### src/rtl/vc_pkg.sv
package vc_pkg;
  // Strobes from the control to the storage datapath.
  typedef struct packed {
    logic wrEn;     // write the offered line into slot wrIdx
    logic clrEn;    // invalidate slot clrIdx (line returned to L1)
    logic spillEn;  // slot wrIdx held a valid entry that is being pushed out
  } vcStrobe_t;
endpackage

### src/rtl/vc_lru.sv
module vc_lru #(
  parameter int DEPTH = 4,
  parameter int IDX_W = (DEPTH > 1) ? $clog2(DEPTH) : 1
) (
  input  logic             clk,
  input  logic             rst_n,
  input  logic             touchEn,
  input  logic [IDX_W-1:0] touchIdx,
  output logic [IDX_W-1:0] lruIdx
);
  localparam logic [IDX_W-1:0] OLDEST = IDX_W'(DEPTH - 1);

  // Ages form a permutation of 0..DEPTH-1; 0 is most recent.
  logic [IDX_W-1:0] age [DEPTH];
  logic [DEPTH-1:0] oldestVec;

  always_ff @(posedge clk) begin
    if (!rst_n) begin
      for (int i = 0; i < DEPTH; i++) age[i] <= IDX_W'(i);
    end else if (touchEn) begin
      for (int i = 0; i < DEPTH; i++) begin
        if (IDX_W'(i) == touchIdx)      age[i] <= '0;
        else if (age[i] < age[touchIdx]) age[i] <= age[i] + 1'b1;
      end
    end
  end

  always_comb begin
    lruIdx = '0;
    for (int i = 0; i < DEPTH; i++) begin
      oldestVec[i] = (age[i] == OLDEST);
      if (oldestVec[i]) lruIdx = IDX_W'(i);
    end
  end

  // Recency order must always name exactly one oldest slot.
  assert_single_oldest_R6: assert property (@(posedge clk) disable iff (!rst_n)
    $countones(oldestVec) == 1)
    else $error("more or fewer than one oldest slot");
endmodule

### src/rtl/vc_datapath.sv
module vc_datapath
  import vc_pkg::*;
#(
  parameter int DEPTH  = 4,
  parameter int BLK_W  = 26,
  parameter int LINE_W = 64,
  parameter int IDX_W  = (DEPTH > 1) ? $clog2(DEPTH) : 1
) (
  input  logic              clk,
  input  logic              rst_n,
  input  logic [BLK_W-1:0]  lookupBlock,
  input  logic [BLK_W-1:0]  insertBlock,
  input  logic [LINE_W-1:0] insertLine,
  input  logic              insertDirty,
  input  vcStrobe_t         strobe,
  input  logic [IDX_W-1:0]  wrIdx,
  input  logic [IDX_W-1:0]  clrIdx,
  output logic              hitAny,
  output logic [IDX_W-1:0]  hitIdx,
  output logic [LINE_W-1:0] hitLine,
  output logic              hitDirty,
  output logic              freeAny,
  output logic [IDX_W-1:0]  freeIdx,
  output logic              wbValid,
  output logic [BLK_W-1:0]  wbBlock,
  output logic [LINE_W-1:0] wbLine
);
  logic [DEPTH-1:0]  validVec;
  logic [DEPTH-1:0]  dirtyVec;
  logic [BLK_W-1:0]  tagArr  [DEPTH];
  logic [LINE_W-1:0] lineArr [DEPTH];
  logic [DEPTH-1:0]  hitVec;

  // One comparator per entry.
  for (genvar g = 0; g < DEPTH; g++) begin : gCmp
    assign hitVec[g] = validVec[g] && (tagArr[g] == lookupBlock);
  end

  always_comb begin
    hitIdx = '0;
    for (int i = 0; i < DEPTH; i++)
      if (hitVec[i]) hitIdx = IDX_W'(i);
    hitAny   = |hitVec;
    hitLine  = lineArr[hitIdx];
    hitDirty = dirtyVec[hitIdx];
  end

  always_comb begin
    freeIdx = '0;
    for (int i = DEPTH - 1; i >= 0; i--)
      if (!validVec[i]) freeIdx = IDX_W'(i);
    freeAny = ~&validVec;
  end

  always_ff @(posedge clk) begin
    if (!rst_n) begin
      validVec <= '0;
      dirtyVec <= '0;
    end else begin
      if (strobe.clrEn) validVec[clrIdx] <= 1'b0;
      if (strobe.wrEn) begin
        validVec[wrIdx] <= 1'b1;
        dirtyVec[wrIdx] <= insertDirty;
      end
    end
  end

  always_ff @(posedge clk) begin
    if (strobe.wrEn) begin
      tagArr[wrIdx]  <= insertBlock;
      lineArr[wrIdx] <= insertLine;
    end
  end

  always_ff @(posedge clk) begin
    if (!rst_n) begin
      wbValid <= 1'b0;
      wbBlock <= '0;
      wbLine  <= '0;
    end else begin
      wbValid <= strobe.spillEn && dirtyVec[wrIdx];
      if (strobe.spillEn) begin
        wbBlock <= tagArr[wrIdx];
        wbLine  <= lineArr[wrIdx];
      end
    end
  end

  // Stored blocks are unique, so at most one comparator fires.
  assert_unique_hit_R2: assert property (@(posedge clk) disable iff (!rst_n)
    $onehot0(hitVec))
    else $error("several entries match one block");

  // A push-out is only requested when every slot is occupied.
  assert_spill_when_full_R7: assert property (@(posedge clk) disable iff (!rst_n)
    strobe.spillEn |-> (&validVec))
    else $error("entry pushed out while a slot is empty");

  // A non-spilling write lands in an empty slot or the slot being swapped.
  assert_write_target_R4: assert property (@(posedge clk) disable iff (!rst_n)
    (strobe.wrEn && !strobe.spillEn) |-> (!validVec[wrIdx] || hitVec[wrIdx]))
    else $error("write overwrote a live entry without push-out");
endmodule

### src/rtl/vc_control.sv
module vc_control
  import vc_pkg::*;
#(
  parameter int IDX_W = 2
) (
  input  logic             lookupValid,
  input  logic             hitAny,
  input  logic [IDX_W-1:0] hitIdx,
  input  logic             insertValid,
  input  logic             freeAny,
  input  logic [IDX_W-1:0] freeIdx,
  input  logic [IDX_W-1:0] lruIdx,
  output vcStrobe_t        strobe,
  output logic [IDX_W-1:0] wrIdx,
  output logic [IDX_W-1:0] clrIdx,
  output logic             touchEn,
  output logic             lookupHit
);
  logic swapHit;

  always_comb begin
    swapHit        = lookupValid && hitAny;
    strobe         = '0;
    wrIdx          = freeIdx;
    clrIdx         = hitIdx;
    if (swapHit) begin
      wrIdx = hitIdx;
      if (insertValid) strobe.wrEn  = 1'b1;  // trade places in one cycle
      else             strobe.clrEn = 1'b1;  // line simply returns to L1
    end else if (insertValid) begin
      strobe.wrEn = 1'b1;
      if (!freeAny) begin
        wrIdx          = lruIdx;
        strobe.spillEn = 1'b1;
      end
    end
    touchEn   = strobe.wrEn;
    lookupHit = swapHit;
  end
endmodule

### src/rtl/victim_cache.sv
module victim_cache
  import vc_pkg::*;
#(
  parameter int DEPTH  = 4,
  parameter int BLK_W  = 26,
  parameter int LINE_W = 64
) (
  input  logic              clk,
  input  logic              rst_n,
  input  logic              lookupValid,
  input  logic [BLK_W-1:0]  lookupBlock,
  output logic              lookupHit,
  output logic [LINE_W-1:0] lookupLine,
  output logic              lookupDirty,
  input  logic              insertValid,
  input  logic [BLK_W-1:0]  insertBlock,
  input  logic [LINE_W-1:0] insertLine,
  input  logic              insertDirty,
  output logic              wbValid,
  output logic [BLK_W-1:0]  wbBlock,
  output logic [LINE_W-1:0] wbLine
);
  localparam int IDX_W = (DEPTH > 1) ? $clog2(DEPTH) : 1;

  vcStrobe_t        strobe;
  logic [IDX_W-1:0] wrIdx, clrIdx, hitIdx, freeIdx, lruIdx;
  logic             hitAny, freeAny, touchEn;

  vc_datapath #(.DEPTH(DEPTH), .BLK_W(BLK_W), .LINE_W(LINE_W), .IDX_W(IDX_W)) uData (
    .clk(clk), .rst_n(rst_n),
    .lookupBlock(lookupBlock),
    .insertBlock(insertBlock), .insertLine(insertLine), .insertDirty(insertDirty),
    .strobe(strobe), .wrIdx(wrIdx), .clrIdx(clrIdx),
    .hitAny(hitAny), .hitIdx(hitIdx), .hitLine(lookupLine), .hitDirty(lookupDirty),
    .freeAny(freeAny), .freeIdx(freeIdx),
    .wbValid(wbValid), .wbBlock(wbBlock), .wbLine(wbLine)
  );

  vc_control #(.IDX_W(IDX_W)) uCtrl (
    .lookupValid(lookupValid), .hitAny(hitAny), .hitIdx(hitIdx),
    .insertValid(insertValid), .freeAny(freeAny), .freeIdx(freeIdx),
    .lruIdx(lruIdx), .strobe(strobe), .wrIdx(wrIdx), .clrIdx(clrIdx),
    .touchEn(touchEn), .lookupHit(lookupHit)
  );

  vc_lru #(.DEPTH(DEPTH), .IDX_W(IDX_W)) uLru (
    .clk(clk), .rst_n(rst_n),
    .touchEn(touchEn), .touchIdx(wrIdx), .lruIdx(lruIdx)
  );

  // A block returned to L1 without a swap must not hit again next cycle.
  assert_gone_after_return_R5: assert property (@(posedge clk) disable iff (!rst_n)
    (lookupValid && lookupHit && !insertValid) |=>
      !(lookupValid && lookupHit && (lookupBlock == $past(lookupBlock))))
    else $error("returned block still hits");
endmodule

### config.mk
export PLATFORM = sky130hd
export DESIGN_NAME = victim_cache
export DESIGN_NICKNAME = d
export VERILOG_FILES = /design/src/rtl/vc_pkg.sv /design/src/rtl/vc_lru.sv /design/src/rtl/vc_datapath.sv /design/src/rtl/vc_control.sv /design/src/rtl/victim_cache.sv
export SDC_FILE = /design/constraint.sdc
export NUM_CORES = 1
export LEC_CHECK = 0
export ABC_AREA = 0
export BUFFER_PORTS_ARGS = -buffer_cell sky130_fd_sc_hd__buf_2
export CAP_MARGIN = 20
export CORE_MARGIN = 3
export CORE_UTILIZATION = 49
export CTS_BUF_LIST = sky130_fd_sc_hd__clkbuf_4
export DETAILED_ROUTE_END_ITERATION = 8
export HOLD_SLACK_MARGIN = 0.03
export PLACE_DENSITY = 0.66
export SLEW_MARGIN = 20
export SYNTH_ARGS = -nofsm -noshare
export SYNTH_HDL_FRONTEND = slang
export SYNTH_HIERARCHICAL = 1
export SYNTH_SLANG_ARGS = --single-unit
### constraint.sdc
create_clock -name clk -period 13.8 [get_ports clk]
set_clock_uncertainty 0.15 [all_clocks]
set_input_delay 2.07 -clock clk [delete_from_list [all_inputs] [get_ports clk]]
set_output_delay 2.07 -clock clk [all_outputs]
set_load 0.05 [all_outputs]
* After elaboration in Yosys (flattened, before gate mapping) *
Memories as Yosys holds them, arrays and structs flattened. A register that Yosys moved wholly into a read port is not among the register bits.
Index checks and enable logic that the tools add are counted.

storage, ports and cells
  flip-flop bits (word level) = 9
  latch bits = 0
  RAM bits = 368
  memory bits (read-only) = 0
  word-level logic and storage cells = 130
  memories = 3

cells by class
  $add $sub $neg = 4
  multiply operators = 0
  div/mod/pow operators = 0
  $lt $le $gt $ge = 8
  eq/ne operators = 10
  shift operators = 0
  multiplexer cells = 78
  bitwise logic cells = 11
  reduce and logical (&&, ||, !) cells = 13

memory list
  memory         depth  bits a word  read ports  clocked after memory_dff  wr ports  line               source
  uData.lineArr  4      64           2           1                         1         vc_datapath.sv:31  logic [LINE_W-1:0] lineArr [DEPTH];
  uData.tagArr   4      26           5           1                         1         vc_datapath.sv:30  logic [BLK_W-1:0] tagArr [DEPTH];
  uLru.age       4      2            5           0                         4         vc_lru.sv:14       logic [IDX_W-1:0] age [DEPTH];

operators by type and width
  operator                                                                              number
  26-bit equality test                                                                  4
  1-bit 2-to-1 mux                                                                      51
  2-bit 2-to-1 mux                                                                      19
  4-bit 2-to-1 mux                                                                      3
  2-bit by 1-bit adder with 2-bit output (second input constant)                        4
  1-bit logical AND                                                                     8
  2-bit < comparator                                                                    4
  1-bit bitwise OR                                                                      8
  2-bit equality test (second input constant)                                           3
  2-bit by 3-bit < comparator with 1-bit output (second input constant)                 2
  4-bit bitwise AND                                                                     1
  1-bit binary-select mux with 2-bit select                                             2
  4-bit bitwise mux                                                                     1
  1-bit demux with 2-bit select                                                         2
  2-bit equality test (first input constant)                                            2
  2-bit by 1-bit greater-or-equal comparator with 1-bit output (second input constant)  2
  4-bit inverter                                                                        1
  4-bit bitwise OR                                                                      1
  4-bit AND reduction                                                                   1
  4-bit OR reduction                                                                    1
  1-bit by 2-bit equality test with 1-bit output (first input constant)                 1
  1-bit zero test                                                                       2
  2-bit zero test                                                                       1

* Depth between registers and ports, before layout *
An unclocked memory read counts as a cell.

  depth after elaboration = 16
  depth in mapped cells = 19
  depth with buffers taken out = 14

* Hierarchy *
The synthesis kept the hierarchy.

by module, submodules not included
  module       instances  cells an instance  area an instance (um^2)  sequential area each (um^2)
  vc_datapath  1          1341               20308.2                  12792.3
  vc_lru       1          70                 706.9                    240.2
  vc_control   1          15                 96.3                     0.0

* Worst setup path before layout *
Ideal clock, no wire load.

  path type = in2reg
  from = input lookupBlock[10]
  to = register uData.dirtyVec[0]
  library setup time = 124 ps
  arrival time = 11702 ps
  required time = 13526 ps
  slack = 1824 ps
  stages = 17
  path buffers = 6
  cell sequence = clkbuf_1 -> xnor2_1 -> nand4_1 -> nor4_1 -> nand4_1 -> buf_2 -> clkbuf_1 -> nand4_1 -> nand2_1 -> nor2_1 -> a21oi_1 -> clkbuf_1 -> buf_2 -> buf_2 -> nor3b_1 -> mux2i_1 -> nor2b_1

between the ends
  elaborated cells between the ends (all ways) = 20
  those cells by class = order compare: 2; eq/ne: 4; mux: 7; reduce/logical: 7

RTL lines
  item                                                                                                                                                 line                source
  start: declaration                                                                                                                                   victim_cache.sv:11  input logic [BLK_W-1:0] lookupBlock,
  26-bit equality test                                                                                                                                 vc_datapath.sv:36   assign hitVec[g] = validVec[g] && (tagArr[g] == lookupBlock);
  1-bit logical AND                                                                                                                                    vc_datapath.sv:36
  4-bit OR reduction (*)                                                                                                                               vc_datapath.sv:43   hitAny = |hitVec;
  named net hitAny                                                                                                                                     victim_cache.sv:27  logic hitAny, freeAny, touchEn;
  1-bit logical AND (*)                                                                                                                                vc_control.sv:22    swapHit = lookupValid && hitAny;
  2-bit 2-to-1 mux (*)                                                                                                                                 vc_control.sv:26    if (swapHit) begin
  named net wrIdx[0]                                                                                                                                   victim_cache.sv:26  logic [IDX_W-1:0] wrIdx, clrIdx, hitIdx, freeIdx, lruIdx;
  2-bit by 3-bit < comparator with 1-bit output (not written as such) or 2-bit by 1-bit greater-or-equal comparator with 1-bit output (tied branches)  vc_datapath.sv:63   dirtyVec[wrIdx] <= insertDirty;
  1-bit logical AND (not written as such)                                                                                                              vc_datapath.sv:63
  1-bit 2-to-1 mux (not written as such)                                                                                                               vc_datapath.sv:63
  1-bit demux with 2-bit select (*)                                                                                                                    n/a
  4-bit bitwise mux (*)                                                                                                                                vc_datapath.sv:63
  end signal: indexed assignment                                                                                                                       vc_datapath.sv:63
  end: declaration                                                                                                                                     vc_datapath.sv:29   logic [DEPTH-1:0] dirtyVec;

The timed path passes the listed nets; every way through them passes the cells marked *.
A chain may end at the register's enable or synchronous reset.

==> flow_summary.toml <==
[synth]
synth.area.top_cells = "edfxtp_1 52%, mux4_2 9.8%, dfxtp_1 9.4%"
synth_most_common_cell = "edfxtp_1"
netlist.area_leader.share = 0.523
synth_edf_count = 368
yosys-top-cells-count = "368 x edfxtp_1, 99 x dfxtp_1, 98 x nor2b_1, 96 x mux2i_1, 92 x mux4_2"
syn_inst = 1426
yosysTopAreaCell = "edfxtp_1"
synth.distinct_cells = 54
ys_ff_latch = 467
yosysSeqAreaShare = 0.617
syn_nets = 1554
synthFlopType = "edfxtp_1"
synth.avg_cell_area_um2 = 14.8
yosysWarnings = 6
netlist_area_um2 = 21100
async_flop_share = 0

[global_route]
grt_pass1_vias = 13800
antenna_found_initial = 14
grt_pass1_wl_um = 82200
grt_overflow = 0
grt_max_degree = 96
grtUsageTotal = 0.242

[pwr]
powerDensity_nw_per_um2 = 125
max-vdd-ir-drop_uv = 69.6
p_leak_nw = 8.72

[outcome]
status = "finished, final reports clean"

[die]
start_util = 0.500
core_area_um2 = 42200
rows = 75
pin_count = 278
die_height_um = 214
die_area_um2 = 45600
fp.dieW_um = 214

[worst_setup_path]
slowest_stage = "buf_4"
critical_path.startpoint = "lookupBlock[6]"
crit_family = "buffers and inverters"
cp_num_buf_inv = 6
worstPathArrival_ps = 8150
worst-path-max-fanout = 67
critPathKind = "in -> reg"
worstReg2RegStart = "uData/tagArr[1][6]$_DFFE_PP_"
crit_required_ps = 14250
crit_path_frequent_cell = "buf_4"
path_cells = "buf_2, xnor2_1, nand4_1, nor4_4, buf_4, nand3_4, buf_4, o21ai_0, nor2_1, a21oi_4, buf_4, buf_4, mux4_1, inv_1, ha_1, o311ai_0, a311o_1"
end_kind = "flip-flop"
startpoint_type = "input port"
critical-path-max-stage-delay_ps = 840

[placement]
portBuffers = 277
pre_cts_slack_ps = 5220
placed_area_um2 = 22900
gp_congestion = 0.889
dpl.hpwl_um = 34100

[min_path]
hp-start = "uData/wbLine[5]$_SDFFE_PN0P_"
hold_class = "reg -> reg"

[final_layout]
drive_above_1_share = 0.345
seqCellArea_um2 = 13000
area_delta_synth_final_pct = 15.8
fin_nets = 1856
fin_area_um2 = 24500
multiInputGateArea_um2 = 7370
n_fill_cell = 3442

[cts]
cts_hold_buf = 0
cts_resized = 0
tritoncts = "done"
cts_buffers = 116
htreeDepth = 3
clock_sinks = 467
path_clk_slew_ps = 70
cts_root_buf = "clkbuf_4"
post_cts_buffers = 0
clock_path_buffers = 3
clkLatencyLatePin_ps = 850

[routing]
dr_total_vias = 13800
avgRoutedWirePerCell_um = 23.6
via_per_inst = 5.83
drtPass1Iterations = 5
drc = 0
drtAntennaViolNets = 0
wl_um = 55900
drtIter0Drc = 1098

[sta]
holdWs_ps = 363
period_share = 0.558
grt_setup_unrepaired = "no"
finalSetupTns_ps = 0
clock.fmax_mhz = 130
finalSetupViolations = 0
hold_viol = 0
slew_headroom = 0.217
final_max_slew_viol_count = 0
worst_pin_slew_ps = 1170
worst_slack_ps = 6090
period_minus_slack_ps = 7710

[flow_run]
drv_cap = 0
==> worst register-to-register path, delay by kind of cell, from the launching register on <==
family,cells,cell delay [ps]
xor+xnor,1,330
buf+inv,5,2590
simple gates,4,890
fa+ha+maj,1,160
flops,1,430
compound gates,4,1300
mux,1,680
==> routing by layer <==
| layer | GRT usage | part of all wire |
|---|---|---|
| met1 | 0.335 | 0.42 |
| met2 | 0.367 | 0.46 |
| met3 | 0.0701 | 0.090 |
| met4 | 0.0946 | 0.026 |
| met5 | 0 | 0.0016 |
==> layout by cell type (no fill, tap or decap), drive strengths merged, types with 2 or more instances in the layout <==
master | synthesis | final
edfxtp | 368 | 368
xor2 | 25 | 25
clkbuf | 62 | 182
a211oi | 65 | 65
xnor2 | 79 | 79
nand3 | 4 | 4
a21oi | 9 | 9
nand2b | 4 | 4
clkinvlp | 0 | 2
nor4 | 9 | 9
nor3b | 2 | 2
mux2i | 96 | 96
o22ai | 65 | 65
o21ai | 70 | 70
ha | 7 | 7
nor2 | 8 | 8
and3 | 3 | 3
nor3 | 6 | 6
and2 | 2 | 2
diode | 0 | 6
nand3b | 2 | 2
buf | 51 | 297
a21boi | 4 | 4
mux4 | 93 | 93
and4 | 65 | 65
or2 | 2 | 2
nor2b | 98 | 98
o211ai | 2 | 2
clkinv | 0 | 29
nand2 | 12 | 12
nand4 | 24 | 24
dfxtp | 99 | 99
inv | 76 | 77
==> stage by stage <==
stage	utilization	cells	total power (W)
floorplan	-	1426	0.00181
global placement	0.542	2149	0.00191
detailed placement	0.542	2149	0.00192
CTS	0.579	2364	0.00309
global route	0.579	2369	0.00319
finish	0.579	2370	0.00305
==> registers in the layout, indices dropped and copies added, names as in the netlist <==
signal / flops
uData/tagArr: 104
uData/validVec: 4
uData/lineArr: 256
uData/wbBlock: 26
uData/dirtyVec: 4
uData/wbValid: 1
uLru/age: 8
uData/wbLine: 64
==> worst paths after layout <==
check	endpoint	cells past startpoint	slack (ps)
hold reg to reg	uData/wbLine[5]$_SDFFE_PN0P_	2	360
setup reg to reg	uLru/age[3][0]$_DFFE_PP_	16	7050
setup / recovery	uLru/age[3][0]$_DFFE_PP_	17	6090
hold / removal	uData/wbLine[5]$_SDFFE_PN0P_	2	360
==> kinds of logic (layout without fill, tap and decap cells) <==
kind of cell               Yosys count  in the layout  share of synthesized area
and+or+nand+nor                    245            245                     0.0787
other                                0              6                          0
muxes                              189            189                      0.145
AOI/OAI and AO/OA                  225            225                     0.0744
buffers and inverters              189            588                     0.0374
xor gates and xnor gates           104            104                     0.0431
adders and majority gates            7              7                    0.00415
DFF                                467            467                      0.617
==> power breakdown <==
part	internal (W)	switching, W
logic	0.000115	0.000186
registers	0.00156	0.0000214
clock network	0.000617	0.000550
==> cell type report <==
type | count | area share
sequential | 467 | 0.533
multi-input combinational | 770 | 0.301
timing repair buffer | 297 | 0.0629
clock buffer | 182 | 0.0559
tap | 539 | 0.0276
inverter | 76 | 0.0119
clock inverter | 33 | 0.00681
antenna | 6 | 0.000614
Note: power is estimated with default switching activity, not from simulation.
